**config.mk**
```make
export PLATFORM = sky130hd
export DESIGN_NAME = byte_pixel_packer
export DESIGN_NICKNAME = d
export VERILOG_FILES = /design/src/rtl/bpp_pkg.sv /design/src/rtl/bpp_byte_gather.sv /design/src/rtl/bpp_color_map.sv /design/src/rtl/bpp_align_pipe.sv /design/src/rtl/byte_pixel_packer.sv
export SDC_FILE = /design/constraint.sdc
export NUM_CORES = 1
export LEC_CHECK = 0
export BUFFER_PORTS_ARGS = -buffer_cell sky130_fd_sc_hd__buf_2
export CAP_MARGIN = 10
export CORE_MARGIN = 3
export CORE_UTILIZATION = 41
export DETAILED_ROUTE_END_ITERATION = 6
export GPL_TIMING_DRIVEN = 0
export PLACE_DENSITY = 0.59
export SLEW_MARGIN = 10
export SYNTH_ARGS = -nofsm -noshare
export SYNTH_HDL_FRONTEND = slang
export SYNTH_SLANG_ARGS = --single-unit
```
**constraint.sdc**
```tcl
create_clock -name clk -period 2.3 [get_ports clk]
set_input_delay 0.23 -clock clk [delete_from_list [all_inputs] [get_ports clk]]
set_output_delay 0.23 -clock clk [all_outputs]
set_load 0.05 [all_outputs]
```
**src/rtl/bpp_pkg.sv**
```systemverilog
package bpp_pkg;

  localparam int BYTE_W  = 8;
  localparam int WORD_W  = 2 * BYTE_W;
  localparam int WIDE_W  = 3 * BYTE_W;
  localparam int CLR_W   = 6;
  localparam int PIX_W   = 3 * CLR_W;
  localparam int LAT_MAX = 5;
  localparam int TAP_MAX = 3;

  typedef enum logic [1:0] {
    MODE_W16 = 2'd0,
    MODE_565 = 2'd1,
    MODE_888 = 2'd2,
    MODE_RSV = 2'd3
  } lane_mode_e;

  typedef struct packed {
    logic             ok;
    logic [PIX_W-1:0] rgb;
  } pix_slot_t;

  // bytes per pixel
  function automatic logic [1:0] beats_of(lane_mode_e m);
    case (m)
      MODE_565: beats_of = 2'd2;
      MODE_888: beats_of = 2'd3;
      default:  beats_of = 2'd1;
    endcase
  endfunction

  // port clocks from first byte to presentation
  function automatic logic [2:0] lat_of(lane_mode_e m);
    case (m)
      MODE_565: lat_of = 3'd3;
      MODE_888: lat_of = 3'd5;
      default:  lat_of = 3'd0;
    endcase
  endfunction

  // extra pixel stages after the commit register
  function automatic logic [1:0] tap_of(lane_mode_e m);
    logic [2:0] t;
    t = lat_of(m) - {1'b0, beats_of(m)} + 3'd1;
    tap_of = t[1:0];
  endfunction

endpackage

```
**src/rtl/bpp_byte_gather.sv**
```systemverilog
module bpp_byte_gather
  import bpp_pkg::*;
(
  input  logic              clk,
  input  logic              rst_n,
  input  lane_mode_e        mode,
  input  logic [WORD_W-1:0] port_data,
  input  logic              hs_n,
  output logic [WIDE_W-1:0] word,
  output logic              commit
);

  logic [1:0]        cnt_q, cnt_d;
  logic [1:0]        idx;
  logic [1:0]        nbeat;
  logic              hs_prev_q;
  logic              line_start;
  logic [WORD_W-1:0] acc_q, acc_d;
  logic [BYTE_W-1:0] cur_byte;

  assign cur_byte   = port_data[BYTE_W-1:0];
  assign nbeat      = beats_of(mode);
  assign line_start = hs_prev_q & ~hs_n;

  always_comb begin
    idx    = line_start ? 2'd0 : cnt_q;
    commit = (idx == nbeat - 2'd1);
    cnt_d  = commit ? 2'd0 : idx + 2'd1;
    acc_d  = {acc_q[BYTE_W-1:0], cur_byte};
    case (mode)
      MODE_565: word = {{BYTE_W{1'b0}}, acc_q[BYTE_W-1:0], cur_byte};
      MODE_888: word = {acc_q, cur_byte};
      default:  word = {{BYTE_W{1'b0}}, port_data};
    endcase
  end

  always_ff @(posedge clk or negedge rst_n) begin
    if (!rst_n) begin
      cnt_q     <= 2'd0;
      hs_prev_q <= 1'b1;
      acc_q     <= '0;
    end else begin
      cnt_q     <= cnt_d;
      hs_prev_q <= hs_n;
      acc_q     <= acc_d;
    end
  end

endmodule

```
**src/rtl/bpp_color_map.sv**
```systemverilog
module bpp_color_map
  import bpp_pkg::*;
(
  input  lane_mode_e        mode,
  input  logic              bgr,
  input  logic [WIDE_W-1:0] word,
  output logic [PIX_W-1:0]  pix
);

  logic [CLR_W-1:0] up_c, mid_c, lo_c;
  logic             unused_bits;

  assign unused_bits = ^word[17:16];

  always_comb begin
    if (mode == MODE_888) begin
      up_c  = word[23:18];
      mid_c = word[15:10];
      lo_c  = word[7:2];
    end else begin
      up_c  = {word[15:11], word[15]};
      mid_c = word[10:5];
      lo_c  = {word[4:0], word[4]};
    end
    if (bgr) pix = {lo_c, mid_c, up_c};
    else     pix = {up_c, mid_c, lo_c};
  end

endmodule

```
**src/rtl/bpp_align_pipe.sv**
```systemverilog
module bpp_align_pipe
  import bpp_pkg::*;
#(
  parameter int PSTG = TAP_MAX + 1,
  parameter int SSTG = LAT_MAX + 1
) (
  input  logic             clk,
  input  logic             rst_n,
  input  lane_mode_e       mode,
  input  logic             commit,
  input  logic [PIX_W-1:0] pix_d,
  input  logic             hs_n,
  input  logic             vs_n,
  output logic [PIX_W-1:0] pix_q,
  output logic             stb_q,
  output logic             hs_q,
  output logic             vs_q
);

  pix_slot_t  slot_q [PSTG];
  pix_slot_t  slot_d [PSTG];
  logic [1:0] sync_q [SSTG];
  logic [1:0] sync_d [SSTG];
  logic [1:0] tap;
  logic [2:0] lat;

  always_comb begin
    slot_d[0].ok  = commit;
    slot_d[0].rgb = commit ? pix_d : slot_q[0].rgb;
    sync_d[0]     = {hs_n, vs_n};
    for (int i = 1; i < PSTG; i++) slot_d[i] = slot_q[i-1];
    for (int i = 1; i < SSTG; i++) sync_d[i] = sync_q[i-1];
  end

  for (genvar g = 0; g < PSTG; g++) begin : g_pix
    always_ff @(posedge clk or negedge rst_n) begin
      if (!rst_n) slot_q[g] <= '0;
      else        slot_q[g] <= slot_d[g];
    end
  end

  for (genvar g = 0; g < SSTG; g++) begin : g_sync
    always_ff @(posedge clk or negedge rst_n) begin
      if (!rst_n) sync_q[g] <= 2'b11;
      else        sync_q[g] <= sync_d[g];
    end
  end

  assign tap   = tap_of(mode);
  assign lat   = lat_of(mode);
  assign pix_q = slot_q[tap].rgb;
  assign stb_q = slot_q[tap].ok;
  assign hs_q  = sync_q[lat][1];
  assign vs_q  = sync_q[lat][0];

endmodule

```
**src/rtl/byte_pixel_packer.sv**
```systemverilog
module byte_pixel_packer
  import bpp_pkg::*;
(
  input  logic              clk,
  input  logic              rst_n,
  input  logic [1:0]        lane_mode,
  input  logic              bgr_sel,
  input  logic [WORD_W-1:0] port_data,
  input  logic              hs_n_in,
  input  logic              vs_n_in,
  output logic [PIX_W-1:0]  pix_rgb,
  output logic              pix_clk,
  output logic              hs_n_out,
  output logic              vs_n_out,
  output logic              de_out
);

  lane_mode_e        mode;
  logic [WIDE_W-1:0] word;
  logic              commit;
  logic [PIX_W-1:0]  pix_new;

  assign mode = lane_mode_e'(lane_mode);

  bpp_byte_gather u_gather (
    .clk       (clk),
    .rst_n     (rst_n),
    .mode      (mode),
    .port_data (port_data),
    .hs_n      (hs_n_in),
    .word      (word),
    .commit    (commit)
  );

  bpp_color_map u_map (
    .mode (mode),
    .bgr  (bgr_sel),
    .word (word),
    .pix  (pix_new)
  );

  bpp_align_pipe u_pipe (
    .clk    (clk),
    .rst_n  (rst_n),
    .mode   (mode),
    .commit (commit),
    .pix_d  (pix_new),
    .hs_n   (hs_n_in),
    .vs_n   (vs_n_in),
    .pix_q  (pix_rgb),
    .stb_q  (pix_clk),
    .hs_q   (hs_n_out),
    .vs_q   (vs_n_out)
  );

  assign de_out = pix_clk & hs_n_out & vs_n_out;

endmodule

```
* After elaboration in Yosys (flattened, before gate mapping)
Index checks and enable logic that the tools add are counted.
Storage, ports and cells: flip-flop bits (word level) 107, input bits 23, output and inout port bits 22, logic and storage cells 47
Operators by class: add/sub/neg operators 4, order comparisons 2, equality and inequality tests 3, multiplexer cells 15, bitwise gates (word level) 6
Operator list (number):
- $pmux 24 s2 | 1
- $bmux 19 s2 | 1
- $mux 19 | 2
- $mux 18 | 1
- $mux 6 | 3
- $mux 2 | 4
- $bmux 2 s3 | 1
- $pmux 3 s2 | 1
- $add 2x1->2 const B | 2
- $ge 4x4->1 const B | 1
- $not 3->4 | 1
- $pmux 2 s2 | 1
- $and 1x1->1 | 3
- $ge 3x3->1 const B | 1
- $not 2->3 | 1
- $eq 2x1->1 const B | 1
- $eq 2x2->1 | 1
- $eq 2x2->1 const B | 1
- $sub 2x1->2 const B | 1
- $sub 2x2->2 | 1
- $not 1->1 | 1

* Logic depth before layout (Yosys ltp)
Gate-level depths: netlist (run 1).
depth in word-level cells 10, gate-level depth with buffers 8

* Hierarchy
Synthesis (run 1) repeated with hierarchy kept, for this count alone.
Second synthesis, totals: cells, all modules 260, area, all modules 4371.7 um2
By module, submodules not included:
- bpp_align_pipe | times used 1, cells an instance 152, area each 3090.5 um2
- bpp_byte_gather | times used 1, cells an instance 84, area each 869.6 um2
- bpp_color_map | times used 1, cells an instance 23, area each 405.4 um2
- byte_pixel_packer | times used 1, cells an instance 1, area each 6.3 um2

* Least setup slack after synthesis (run 1)
Ideal clock, no wire load.
path type input -> output, start point in lane_mode[0], end point out de_out, data arrival time 2809 ps, required time 2070 ps, path slack -739 ps, stages 7, cell sequence inv_1 ha_1 buf_2 inv_2 clkbuf_1 o31ai_1 and3_1
Between the ends: elaborated cells between the ends (all ways) 16, classes of those cells 2 x add/sub; 2 x eq/ne; 8 x mux; 4 x bitwise
RTL lines:
- start, declared | RTL line byte_pixel_packer.sv:6 | input logic [1:0] lane_mode,
- $eq 2x2->1 / $eq 2x1->1 (equally long branches) | RTL line bpp_pkg.sv:34 | case (m)
- $pmux 3 s2 (*) | RTL line bpp_pkg.sv:34
- $not 3->4 (implied by the code) (*) | RTL line bpp_align_pipe.sv:53 | assign hs_q = sync_q[lat][1];
- $bmux 2 s3 (*) | RTL line bpp_align_pipe.sv:53
- $mux 2 (implied by the code) (*) | RTL line bpp_align_pipe.sv:53
- $mux 2 (implied by the code) (*) | RTL line bpp_align_pipe.sv:54 | assign vs_q = sync_q[lat][0];
- via hs_n_out | RTL line byte_pixel_packer.sv:13 | output logic hs_n_out,
- $and 1x1->1 (*) (2 in a row) | RTL line byte_pixel_packer.sv:56 | assign de_out = pix_clk & hs_n_out & vs_n_out;
- end, declared | RTL line byte_pixel_packer.sv:15 | output logic de_out
Mark *: on every way through the listed nets, which the timed path passes. The rest lies on a longest branch. The select of a mux whose other input is x is not followed.

* Worst setup path after layout (run 1)
start point in lane_mode[0], end point out pix_rgb[5]
Between the ends: cells in the longest elaborated chain, start to end 8, elaborated cells between the ends (all ways) 10, classes of those cells 2 x add/sub; 2 x eq/ne; 5 x mux; 1 x bitwise
Ends and longest elaborated chain:
- $eq 2x2->1 / $eq 2x1->1 (equally long branches) | RTL line bpp_pkg.sv:25, bpp_pkg.sv:34
- $pmux 3 s2 / $pmux 2 s2 (equally long branches)
- $sub 2x2->2 (*) | RTL line bpp_pkg.sv:44 | t = lat_of(m) - {1'b0, beats_of(m)} + 3'd1;
- $add 2x1->2 (*) | RTL line bpp_pkg.sv:44
- $not 2->3 (implied by the code) (*) | RTL line bpp_align_pipe.sv:51 | assign pix_q = slot_q[tap].rgb;
- $bmux 19 s2 (*) | RTL line bpp_align_pipe.sv:51
- $mux 19 (implied by the code) (*) (2 in a row) | RTL line bpp_align_pipe.sv:51
- end, declared | RTL line byte_pixel_packer.sv:11 | output logic [PIX_W-1:0] pix_rgb,
Every way passes the cells marked *; elsewhere a longest branch is shown, timed or not. The select of a mux whose other input is x is not followed.

==> results of run 1 <==
-- cells in the mapped netlist --
master	n
sky130_fd_sc_hd__a21oi_1	9
sky130_fd_sc_hd__and3_1	1
sky130_fd_sc_hd__nor2_1	5
sky130_fd_sc_hd__a32oi_1	1
sky130_fd_sc_hd__mux4_2	21
sky130_fd_sc_hd__nand2_1	2
sky130_fd_sc_hd__mux2_1	6
sky130_fd_sc_hd__ha_1	2
sky130_fd_sc_hd__xnor2_1	2
sky130_fd_sc_hd__inv_2	1
sky130_fd_sc_hd__nor3_1	1
sky130_fd_sc_hd__o21a_1	1
sky130_fd_sc_hd__mux2_2	7
sky130_fd_sc_hd__and2b_1	2
sky130_fd_sc_hd__nor2b_1	3
sky130_fd_sc_hd__clkbuf_2	1
sky130_fd_sc_hd__dfstp_2	12
sky130_fd_sc_hd__o32ai_2	1
sky130_fd_sc_hd__buf_2	6
sky130_fd_sc_hd__a221oi_1	3
sky130_fd_sc_hd__mux2_4	6
sky130_fd_sc_hd__mux4_1	8
sky130_fd_sc_hd__dfrtp_1	92
sky130_fd_sc_hd__buf_4	1
sky130_fd_sc_hd__o21ai_0	5
sky130_fd_sc_hd__a22o_1	5
sky130_fd_sc_hd__nor2b_4	1
sky130_fd_sc_hd__inv_1	5
sky130_fd_sc_hd__clkbuf_1	2
sky130_fd_sc_hd__o22ai_1	4
sky130_fd_sc_hd__mux2i_1	5
sky130_fd_sc_hd__buf_6	3
sky130_fd_sc_hd__o31ai_1	1
sky130_fd_sc_hd__a211oi_1	1
-- repair_timing --
action | 4_1_cts | 5_1_grt
endpoints found under the hold margin | 58 | 0
pin swaps | 0 | 0
endpoints found under the setup margin | 19 | 19
hold buffers | 9 | 0
gates resized for setup | 2 | 3
-- worst register-to-register path, cell delays in order (launching register included) --
cell and delay [ns]:
sky130_fd_sc_hd__dfstp_2 0.55, sky130_fd_sc_hd__and2b_1 0.19, sky130_fd_sc_hd__nor2_1 0.07, sky130_fd_sc_hd__o32ai_2 0.36, sky130_fd_sc_hd__buf_6 0.22, sky130_fd_sc_hd__mux2_2 0.35
-- per-stage QoR --
stage | setup slack, ns | area (um^2) | power [W] | hold slack, ns | cells
floorplan | 0.0984 | 4050 | 0.00430 | -0.0656 | 226
global placement | -0.0800 | 4430 | 0.00471 | 0.336 | 398
detailed placement | -0.0737 | 4450 | 0.00478 | 0.337 | 399
CTS | 0.0258 | 4730 | 0.00592 | 0.00580 | 422
global route | 0.00508 | 4730 | 0.00615 | 0.00662 | 422
finish | 0.0932 | 4730 | 0.00583 | 0.0243 | 422
-- cells by family (layout without fill, tap and decap cells) --
| family | count (synthesis) | count (layout) | synth area share [%] |
|---|---|---|---|
| AOI/OAI and AO/OA | 31 | 31 | 5.27 |
| xor gates and xnor gates | 2 | 2 | 0.434 |
| adders and majority gates | 2 | 2 | 0.620 |
| buffers and inverters | 19 | 86 | 2.64 |
| DFF | 104 | 104 | 64.9 |
| muxes | 53 | 53 | 24.0 |
| and+or+nand+nor | 15 | 15 | 2.11 |
-- power by group --
group | internal, W | switching, W
combinational | 0.000736 | 0.00111
sequential | 0.00253 | 0.000358
clock | 0.000527 | 0.000577
total | 0.00379 | 0.00204
-- flip-flops by register name (all words and copies together), names as in the netlist --
name and flops:
u_pipe.sync_q 2, u_pipe.slot_q 19, u_pipe.sync_d 9, u_gather.acc_q 14
u_gather.cnt_q 2, u_gather.hs_prev_q 1, u_pipe.slot_d 57
-- layer usage --
| layer | global-route usage (%) | vias up |
|---|---|---|
| met4 | 4.78 | 0 |
| met5 | 0 | - |
| met1 | 20.1 | 1124 |
| li1 | - | 974 |
| met2 | 22.8 | 38 |
| met3 | 4.08 | 10 |
-- worst max path at each step --
stage / slack, ns / cells after the start / to / startpoint
2_1_floorplan: 0.1 / 7 / de_out / lane_mode[0]
3_3_place_gp: -0.08 / 8 / pix_rgb[0] / lane_mode[0]
3_5_place_dp: -0.07 / 8 / pix_rgb[0] / lane_mode[0]
4_1_cts: 0.03 / 7 / pix_rgb[0] / lane_mode[0]
5_1_grt: 0.005 / 8 / pix_rgb[1] / lane_mode[0]
6_report: 0.09 / 8 / pix_rgb[5] / lane_mode[0]
-- layout make-up --
class                           instances  area [um^2]  share of cell area (%)
Timing Repair Buffer                   53          328                    6.92
Clock inverter                          3         42.5                   0.899
Buffer                                 12         92.6                    1.96
Tap cell                              129          161                    3.41
Inverter                                6         22.5                   0.476
Multi-Input combinational cell        103         1330                    28.0
Sequential cell                       104         2620                    55.3
Clock buffer                           12          145                    3.07
==> impl_summary.md, run 1 <==
Setup path
The worst register-to-register path has a setup slack of 0.45 ns. The worst register-to-register path begins at u_gather.hs_prev_q. STA classifies the critical path endpoint as an output port. The critical path contains buffers and inverters numbering 6 combined. At the worst endpoint, the required time is 2.07 ns. The peak fanout along the critical path is 10. In this run the critical register-to-register path is captured at u_pipe.slot_d[48]. The kind of cell with the highest combined delay along the critical path is buffers and inverters.

Traced cell by cell, the critical path runs through buf_2, inv_1, ha_1, buf_4, clkbuf_4, buf_4, mux4_2, buf_2. The arrival time of the worst setup path is between 1.5 and 2 ns. The slowest stage cell on the critical path is sky130_fd_sc_hd__ha_1.

The stage delay of the slowest cell on the critical path is between 0.3 and 0.4 ns. The number of cell instances on the worst register-to-register path is 5. The worst setup path is launched from an input pin. The type of the worst setup path is in -> out.

Timing
The clock arrives with 0.0140 ns of skew. The final period demand of the worst path is 2.21 ns. Setup repair after global routing left no endpoint under its margin. The number of failing setup endpoints in the final timing report is 0. At the pin with the least slew margin, the transition time is 0.789 ns. Timing would allow up to around 0.45 GHz.

Setup total negative slack on the finished layout was measured at 0 ns. The total count of hold-check failures in the final report is 0. In this run the tightest slew margin relative to its limit is between 40% and 50%. The final-report max-slew violation count is 0.

Dividing the final minimum period by the clock period gives 95.9%.

Pwr
The static leakage is 2.10 nW. The highest ir drop seen on vdd is 579 uV. The power per cell area is 1230 mW/mm^2.

Worst hold path
Along the worst hold path, the cell count comes to 1. The destination of the worst hold path is u_gather.acc_q[0]. The tightest min-delay check is of the in -> reg type. The hold path startpoint is port_data[0].

Synth
The net count of the mapped netlist is 251. The Yosys warning count is 0. After synthesis, the largest area contributor takes up about 57% of total cell area. The synthesized design contains 104 register bits. The post-synthesis instance area is 0.00403 mm^2. Yosys attributes the largest share of cell area to sky130_fd_sc_hd__dfrtp_1, sky130_fd_sc_hd__mux4_2, sky130_fd_sc_hd__dfstp_2, sky130_fd_sc_hd__mux4_1, sky130_fd_sc_hd__mux2_4. Synthesis instantiated 34 different standard cells from the library. A synthesized cell averages around 18 um^2. Counting every instance in the synthesized netlist gives 226. The leading area contributor after synthesis is sky130_fd_sc_hd__dfrtp_1. Sequential elements use 64.9% of the synthesized area.

Detailed routing
The via density per instance is slightly above 5. For this block, wires on met1 add up to ~3500 um. The DRC violation count after routing is 0.

The final layout contains routed wiring with a total length of 7490 um. The detailed router placed between 2000 and 2500 vias in this run. Once detail routing completed, the nets flagged for antenna violations numbered 0. Routed signal wires occupy layers up through met4. The routed wire length per instance is 17.8 um. After detailed routing, the met2 layer carries 3660 um of wire. The count of TritonRoute iterations in the first routing pass is 3. The initial DRC count is between 80 and 90. In the detailed route, the total length drawn on met3 is 255 um.

Global routing
Global routing used between 10 and 15% of the available tracks. The initial antenna violation count was 0. The first global-routing pass estimated 12300 um of wire. Entering global routing, the biggest net connects 64 pins. Global routing finished with a remaining overflow of 0. The via count of the first global-routing pass came to around 2400.

Cells and area
The layout overhead on the synthesized area is 17.4%. The final layout contains 314 nets. The library cell used most frequently in the layout, excluding fill and tap cells, is sky130_fd_sc_hd__dfrtp_1. The library cells used most frequently in the layout, excluding fill and tap cells, are sky130_fd_sc_hd__dfrtp_1, sky130_fd_sc_hd__buf_2, sky130_fd_sc_hd__mux4_2. The number of diodes added for antenna fixing is 0.

The number of filler cells placed in the layout is 810. The utilization after layout is 50.3%. In the final layout, the share of cells above drive strength 1 is between 40% and 50%.

Clock network
The register clock-pin slew on the reported worst setup and hold paths is 0.09 ns. Clock latency on the worst-skew pair, taken at its later pin, is 0.37 ns. The number of sinks driven by the clock tree is 104. The maximum clock path buffer count is 2. TritonCTS built the clock tree. The number of CTS-inserted buffers is 9. The tree is rooted in a sky130_fd_sc_hd__clkbuf_8.

The number of levels the H-tree was split into is 3. The buffer count from post-CTS setup fixing is 0.

Die
Measured along the x axis, the die boundary spans 105 um. For this design the top-level I/O count stands at 45. The floorplan step defined a die boundary enclosing 0.0111 mm^2. The site row count is 35.

The starting density of the core is 42.8%. The total core area is 0.00942 mm^2. In this run the vertical extent of the chip is 105 um.

Placed design
In this run the tool buffered the top-level ports with 43 buffer cells. At the end of routability-driven placement, the weighted congestion stood at 0.799. The post-detailed-placement half-perimeter wirelength is around 5100 um.

Outcome
The run finished with clean final reports.

Job
The max-cap check violation count is 0.
Note: power is estimated with default switching activity, not from simulation.
==> run 2: changes to the inputs <==
--- a/config.mk
+++ b/config.mk
@@ -10,7 +10,6 @@
 export CORE_MARGIN = 3
 export CORE_UTILIZATION = 41
 export DETAILED_ROUTE_END_ITERATION = 6
-export GPL_TIMING_DRIVEN = 0
 export PLACE_DENSITY = 0.59
 export SLEW_MARGIN = 10
 export SYNTH_ARGS = -nofsm -noshare
==> impl_summary.md, run 2 (synthesized netlist as in run 1, its figures left out) <==
Cells and area
The number of filler cells placed in the layout is 809 (-0.12%). The final instance area was 0.00476 mm^2 (+0.56%). Relative to the synthesized area, the layout overhead comes to 18.0%. The final net count is 310 (-1.3%).

The share of final-layout standard cells stronger than drive strength 1 is 40.8% (+0.22 points). The number of diodes added for antenna fixing is 0 (unchanged). The utilization after layout is 50.6% (+0.28 points). Leaving out fill and tap cells, the most frequent cell in the layout is sky130_fd_sc_hd__dfrtp_1. The library cells used most frequently in the layout, excluding fill and tap cells, are sky130_fd_sc_hd__dfrtp_1, sky130_fd_sc_hd__buf_2, sky130_fd_sc_hd__mux4_2. The number of flip-flops under the largest register name was 57 (unchanged).

Placed design
The post-detailed-placement half-perimeter wirelength came to 4900 um (-3.8%). The placement-stage cell area is 0.00449 mm^2 (+0.90%). The routability congestion estimate from global placement is 0.719 (-9.9%). The total of buffers placed on input and output ports came to 44 (+2.3%).

Clock network
The number of sinks driven by the clock tree came to 104 (unchanged). TritonCTS built the clock tree. The register clock-pin slew on the reported worst setup and hold paths is 0.09 ns (about the same). The count of instances resized after the clock tree is built is 0 (-2). The insertion delay of the later-clocked pin in the worst-skew pair is 0.36 ns (about the same). The maximum clock path buffer count came to 2 (unchanged). The number of CTS-inserted buffers came to 9 (unchanged). The root buffer cell chosen for the clock tree is sky130_fd_sc_hd__clkbuf_8. The number of levels the H-tree was split into was 3 (unchanged).

Pwr
The total power draw is 0.00592 W (+1.6%). The fraction of power spent switching nets is 34.5% (-0.58 points). The static leakage came to 2.09 nW (about the same). The sequential share of power is 48.7% (-0.7 points).

The clock share of power came to 19.9% (+1.0 points). The power per cell area came to 1240 mW/mm^2 (+0.99%). The total net switching power is 0.00204 W (-0.13%). The fraction of power consumed by combinational cells is 31.5% (about the same). The highest ir drop seen on vdd is 504 uV (-13%). The internal power is 0.00388 W (+2.5%).

Setup path
The slowest stage of the critical path belongs to the cell sky130_fd_sc_hd__mux2_2. Walking the worst path, the cells encountered are buf_2, inv_1, ha_2, buf_12, mux2_2, a22o_1, and3_2, buf_2. The worst register-to-register path begins at u_gather.hs_prev_q. The peak fanout along the critical path is 32 (+22). The critical path is of the in -> out type. The number of cell instances on the worst register-to-register path was 5 (unchanged). Tracing the worst setup path back leads to its startpoint at lane_mode[0].

Among the stages of the critical path, the cell type that occurs most often is sky130_fd_sc_hd__buf_2. The critical path ends at de_out. The stage delay of the slowest cell on the critical path came to 0.36 ns (about the same). The worst setup path is launched from an input pin. The required time at the endpoint of the critical path came to 2.07 ns (about the same).

The arrival time of the worst setup path is 1.93 ns (-0.05 ns). The worst setup path is captured at an output port. The internal reg-to-reg setup slack was 0.52 ns (+0.07 ns).

The worst flop-to-flop path endpoint is u_pipe.slot_d[49].

Timing
The number of failing setup endpoints in the final timing report is 0 (unchanged). The timing-limited maximum frequency is 0.463 GHz (+2.1%). The headroom to the max-slew limit was 68.1% (+21 points).

Setup repair after global routing left no endpoint under its margin. The final worst hold slack is 0.0218 ns (-0.00256 ns). The total count of hold-check failures in the final report is 0 (unchanged). The final-report max-slew violation count is 0 (unchanged). The period utilization is 93.9% (-2.0 points).

The sum of negative setup slack was 0 ns (unchanged). The slew of the pin with the lowest slew margin is 0.479 ns (-0.310 ns). The clock skew after layout is 0.0127 ns (-0.00127 ns).

The final period demand of the worst path is 2.16 ns (-0.0463 ns).

Detailed routing
The total wire length is 7330 um (-2.2%). The via density per instance is 5.14 (+1.1%). The routed wire length per instance is 17.5 um (-1.3%). The DRC violation count after routing is 0 (unchanged). The count of TritonRoute iterations in the first routing pass came to 4 (+1). The initial DRC count was 57 (-35%). The total via count after detailed routing came to 2149 (+0.14%).

The count of nets left with antenna violations after detail routing was 0 (unchanged).

Worst hold path
The class of the tightest hold or removal check is in -> reg. In this run the most critical hold path is launched from port_data[0]. The worst hold path cell count was 1 (unchanged).

Global routing
The global-route wire length before repair is 12200 um (-1.1%). The initial antenna violation count is 0 (unchanged). The pin count of the biggest net entering global routing came to 69 (+7.8%).

The global-route total usage across every layer is 14.5% (-0.17 points). The overflow left after global routing is 0 (unchanged). The via count of the first global-routing pass is 2342 (-1.6%).

Die
The site row count is 35 (unchanged). The die footprint is 0.0111 mm^2 (unchanged). The starting density of the core is 42.8% (unchanged).

The total core area is 0.00942 mm^2 (unchanged). The number of primary I/O pins is 45 (unchanged). The die span in y was 105 um (unchanged). The overall die width is 105 um (unchanged).

Job
The max-cap check violation count is 0 (unchanged).

Outcome
The flow ran to the end, and the final reports show no timing, DRC or antenna violations.
-- run 2: cell types whose count changed in the layout (fill, tap and decap cells not counted), moves of 2 or more --
cell                            change
sky130_fd_sc_hd__buf_12             +3
sky130_fd_sc_hd__buf_4              +3
sky130_fd_sc_hd__buf_6              -3
sky130_fd_sc_hd__clkbuf_4           -3
sky130_fd_sc_hd__dlygate4sd3_1      -2
-- run 2: area by class of cell --
cell class / instances / area (um^2) / share of cell area, %
clock buffer: 12 / 135 / 2.84
tap: 129 / 161 / 3.39
multi-input combinational: 103 / 1340 / 28.1
sequential: 104 / 2620 / 55.0
inverter: 6 / 22.5 / 0.473
clock inverter: 3 / 67.6 / 1.42
timing repair buffer: 61 / 418 / 8.78
-- run 2: routing by layer --
metal | GRT usage (%) | vias up | wire [um]
met3 | 4.08 | 10 | 309
met2 | 22.3 | 44 | 3530
met1 | 19.8 | 1130 | 3380
met4 | 5.34 | 0 | 111
met5 | 0 | - | 0
li1 | - | 965 | -
-- run 2: timing repair --
item,CTS,global route
endpoints found under the hold margin,42,0
setup buffers,0,0
hold buffers,7,0
-- run 2: through the flow --
stage / worst slack (ns) / instances
2_1_floorplan: 0.0984 / 226
3_3_place_gp: 0.157 / 396
3_5_place_dp: 0.139 / 396
4_1_cts: 0.124 / 418
5_1_grt: 0.0699 / 418
6_report: 0.140 / 418
-- run 2: worst min path at each step --
stage                                   end
after floorplan           u_gather.acc_q[0]
after global placement     u_pipe.slot_q[1]
after detailed placement   u_pipe.slot_q[1]
after CTS                 u_gather.acc_q[7]
after global routing      u_gather.acc_q[0]
final                     u_gather.acc_q[0]
-- run 2: critical path, delay by kind of cell --
kind	cells	cell delay, ns
buffers and inverters	4	0.54
multiplexers	1	0.36
adder cells (fa/ha/maj)	1	0.35
AO/OA/AOI/OAI	1	0.24
AND/OR/NAND/NOR	1	0.20
-- run 2: power by group through the flow --
stage	Sequential, W	Clock (W)	Combinational (W)
after CTS	0.00290	0.00123	0.00189
after global placement	0.00289	0	0.00187
after detailed placement	0.00293	0	0.00188
after floorplan	0.00278	0	0.00152
final	0.00288	0.00118	0.00186
after global routing	0.00298	0.00129	0.00196
==> run 3: changes to the inputs <==
--- a/config.mk
+++ b/config.mk
@@ -14,4 +14,5 @@
 export SLEW_MARGIN = 10
 export SYNTH_ARGS = -nofsm -noshare
 export SYNTH_HDL_FRONTEND = slang
+export SYNTH_HIERARCHICAL = 1
 export SYNTH_SLANG_ARGS = --single-unit
==> impl_summary.md, run 3 <==
Outcome
The run finished with clean final reports.

Placed design
The setup slack at placement is -0.000426 ns (-0.140 ns). The placement-stage cell area was 0.00461 mm^2 (+2.8%). The post-detailed-placement half-perimeter wirelength is 5090 um (+4.0%). The routability congestion estimate from global placement was 0.746 (+3.6%).

The total of buffers placed on input and output ports came to 44 (unchanged).

Setup path
The peak fanout along the critical path is 7 (-78%). The number of cell instances on the worst register-to-register path is 5 (unchanged). The kind of start point of the critical path is an input pin. The setup path with the least slack is of type in -> out. The required time at the endpoint of the critical path is 2.07 ns (about the same). The arrival time of the worst setup path is 1.94 ns (about the same). The category of the worst setup path capture point is an output port.

Die
The total core area was 0.0100 mm^2 (+6.2%). The site row count is 36 (+2.9%). The die footprint is 0.0118 mm^2 (+6.4%). The die span in y is 109 um (+3.2%). The number of primary I/O pins is 45 (unchanged). The starting density of the core was 43.1% (+0.25 points). The overall die width was 109 um (+3.2%).

Detailed routing
The initial DRC count is 75 (+32%). The wire length on met1 is 3630 um (+7.4%). The highest metal layer carrying signal wires in the routed design is met4.

The detailed route wirelength on metal3 came to 273 um (-12%). The via density per instance was 4.99 (-2.9%). The count of nets left with antenna violations after detail routing is 0 (unchanged). The count of TritonRoute iterations in the first routing pass came to 4 (unchanged). The detailed-routed wire length on met2 is 3280 um (-7.2%). The total wire length is 7260 um (-0.97%). The DRC violation count after routing is 0 (unchanged). The routed wire length per instance is 16.5 um (-5.7%).

The total via count after detailed routing came to 2191 (+2.0%).

Global routing
The overflow left after global routing is 0 (unchanged). The via count of the first global-routing pass was 2316 (-1.1%). The initial antenna violation count is 0 (unchanged). The global-route total usage across every layer is 14.0% (-0.57 points). The pin count of the biggest net entering global routing came to 76 (+10%). The global-route wire length before repair came to 12500 um (+2.7%).

Cells and area
The final net count is 331 (+6.8%). The final instance area was 0.00487 mm^2 (+2.4%). The most frequent standard cell in the layout excluding fill and tap cells is sky130_fd_sc_hd__dfrtp_1. The number of filler cells placed in the layout is 884 (+9.3%). Relative to the synthesized area, the layout overhead comes to 13.1%. The top cell types in the final layout, fill and taps aside, are sky130_fd_sc_hd__dfrtp_1, sky130_fd_sc_hd__buf_2, sky130_fd_sc_hd__mux4_2. The number of diodes added for antenna fixing came to 0 (unchanged).

The utilization after layout is 48.7% (-1.8 points). The share of final-layout standard cells stronger than drive strength 1 is 44.1% (+3.3 points). The number of flip-flops under the largest register name is 57 (unchanged).

Timing
The post-route worst setup slack is 0.133 ns (-0.00700 ns). The final worst hold slack is 0.0288 ns (+0.00703 ns). The clock skew after layout is 0.0116 ns (-0.00113 ns).

The sum of negative setup slack is 0 ns (unchanged). The timing-limited maximum frequency is 0.461 GHz (-0.32%). The final period demand of the worst path is 2.17 ns (+0.00700 ns). The final-report max-slew violation count is 0 (unchanged).

The total count of hold-check failures in the final report was 0 (unchanged). Setup repair after global routing left no endpoint under its margin. The number of failing setup endpoints in the final timing report is 0 (unchanged). The headroom to the max-slew limit came to 69.1% (+1.0 points). The slew of the pin with the lowest slew margin is 0.464 ns (-0.0154 ns). The period utilization is 94.2% (+0.30 points).

Synth
The average footprint of a synthesized cell was 16.8 um^2 (-5.7%). The Yosys warning count is 6 (+6). The post-synthesis instance area is 0.00431 mm^2 (+6.8%). The net count of the mapped netlist is 285 (+14%). The post-synthesis cell count is 256 (+13%).

Clock network
The number of sinks driven by the clock tree is 105 (+0.96%). The number of levels the H-tree was split into is 3 (unchanged). The number of CTS-inserted buffers is 9 (unchanged). The clock root buffer is sky130_fd_sc_hd__clkbuf_8.

The maximum clock path buffer count came to 2 (unchanged). The register clock-pin slew on the reported worst setup and hold paths came to 0.10 ns (about the same). The insertion delay of the later-clocked pin in the worst-skew pair is 0.35 ns (about the same). The buffer count from post-CTS setup fixing is 0 (unchanged). The CTS tree is done.

Worst hold path
The worst hold path cell count is 1 (unchanged). The worst hold path belongs to the class in -> reg.

Pwr
The static leakage came to 2.17 nW (+3.5%). The highest ir drop seen on vdd is 450 uV (-11%). The power per cell area came to 1190 mW/mm^2 (-4.4%).

Job
The max-cap check violation count was 0 (unchanged).
==> run 3: cell count changes in the layout (fill, tap and decap cells not counted), sizes merged, moves of 5 or more <==
cell / previous run / this run
and2: 0 / 6
a21oi: 9 / 1
mux2: 19 / 24
a22o: 5 / 0
nand2: 2 / 16
==> run 3: metrics by stage <==
step	std cells	total power [W]
after floorplan	256	0.00420
after global placement	419	0.00462
after detailed placement	419	0.00468
after CTS	437	0.00589
after global routing	439	0.00614
final	439	0.00580
==> run 3: final cells by class <==
class	count	area, um^2	area share [%]
sequential	105	2640	54.2
clock buffer	10	128	2.62
inverter	6	22.5	0.462
multi-input combinational	123	1460	30.0
timing repair buffer	57	370	7.60
tap	133	166	3.41
clock inverter	5	81.3	1.67
==> run 3: worst paths after layout <==
path / start / slack [ns] / end
min: port_data[5] / 0.03 / u_gather/acc_q[5]
min reg2reg: u_pipe/sync_d[4] / 0.37 / u_pipe/sync_d[2]
max in group asynchronous: rst_n / 1.21 / u_pipe/sync_d[6]
max reg2reg: u_gather/hs_prev_q / 0.56 / u_pipe/slot_d[54]
min in group asynchronous: rst_n / 0.35 / u_gather/cnt_q[0]
max: lane_mode[0] / 0.13 / de_out
==> run 3: worst max-delay path, cell delays in order <==
cell and delay [ns]:
sky130_fd_sc_hd__buf_2 0.17, sky130_fd_sc_hd__inv_1 0.07, sky130_fd_sc_hd__ha_2 0.40, sky130_fd_sc_hd__mux2i_1 0.22, sky130_fd_sc_hd__nor3b_1 0.06, sky130_fd_sc_hd__or3_1 0.38
sky130_fd_sc_hd__and3_1 0.19, sky130_fd_sc_hd__buf_2 0.21
==> run 3: what timing repair did <==
item | CTS | global route
endpoints found under the hold margin | 33 | 2
hold buffers | 3 | 2
endpoints found under the setup margin | 0 | 1
resized for setup | 0 | 1
==> run 3: per-layer routing <==
layer | global-route usage (%) | vias up
met2 | 20.4 | 41
met5 | 0 | -
met1 | 20.7 | 1130
li1 | - | 1015
met3 | 4.00 | 5
met4 | 3.52 | 0
==> run 3: report_power, final <==
group | internal [W] | switching [W] | total (W)
clock | 0.000608 | 0.000579 | 0.00119
combinational | 0.000679 | 0.00107 | 0.00175
sequential | 0.00252 | 0.000341 | 0.00287
total | 0.00381 | 0.00199 | 0.00580
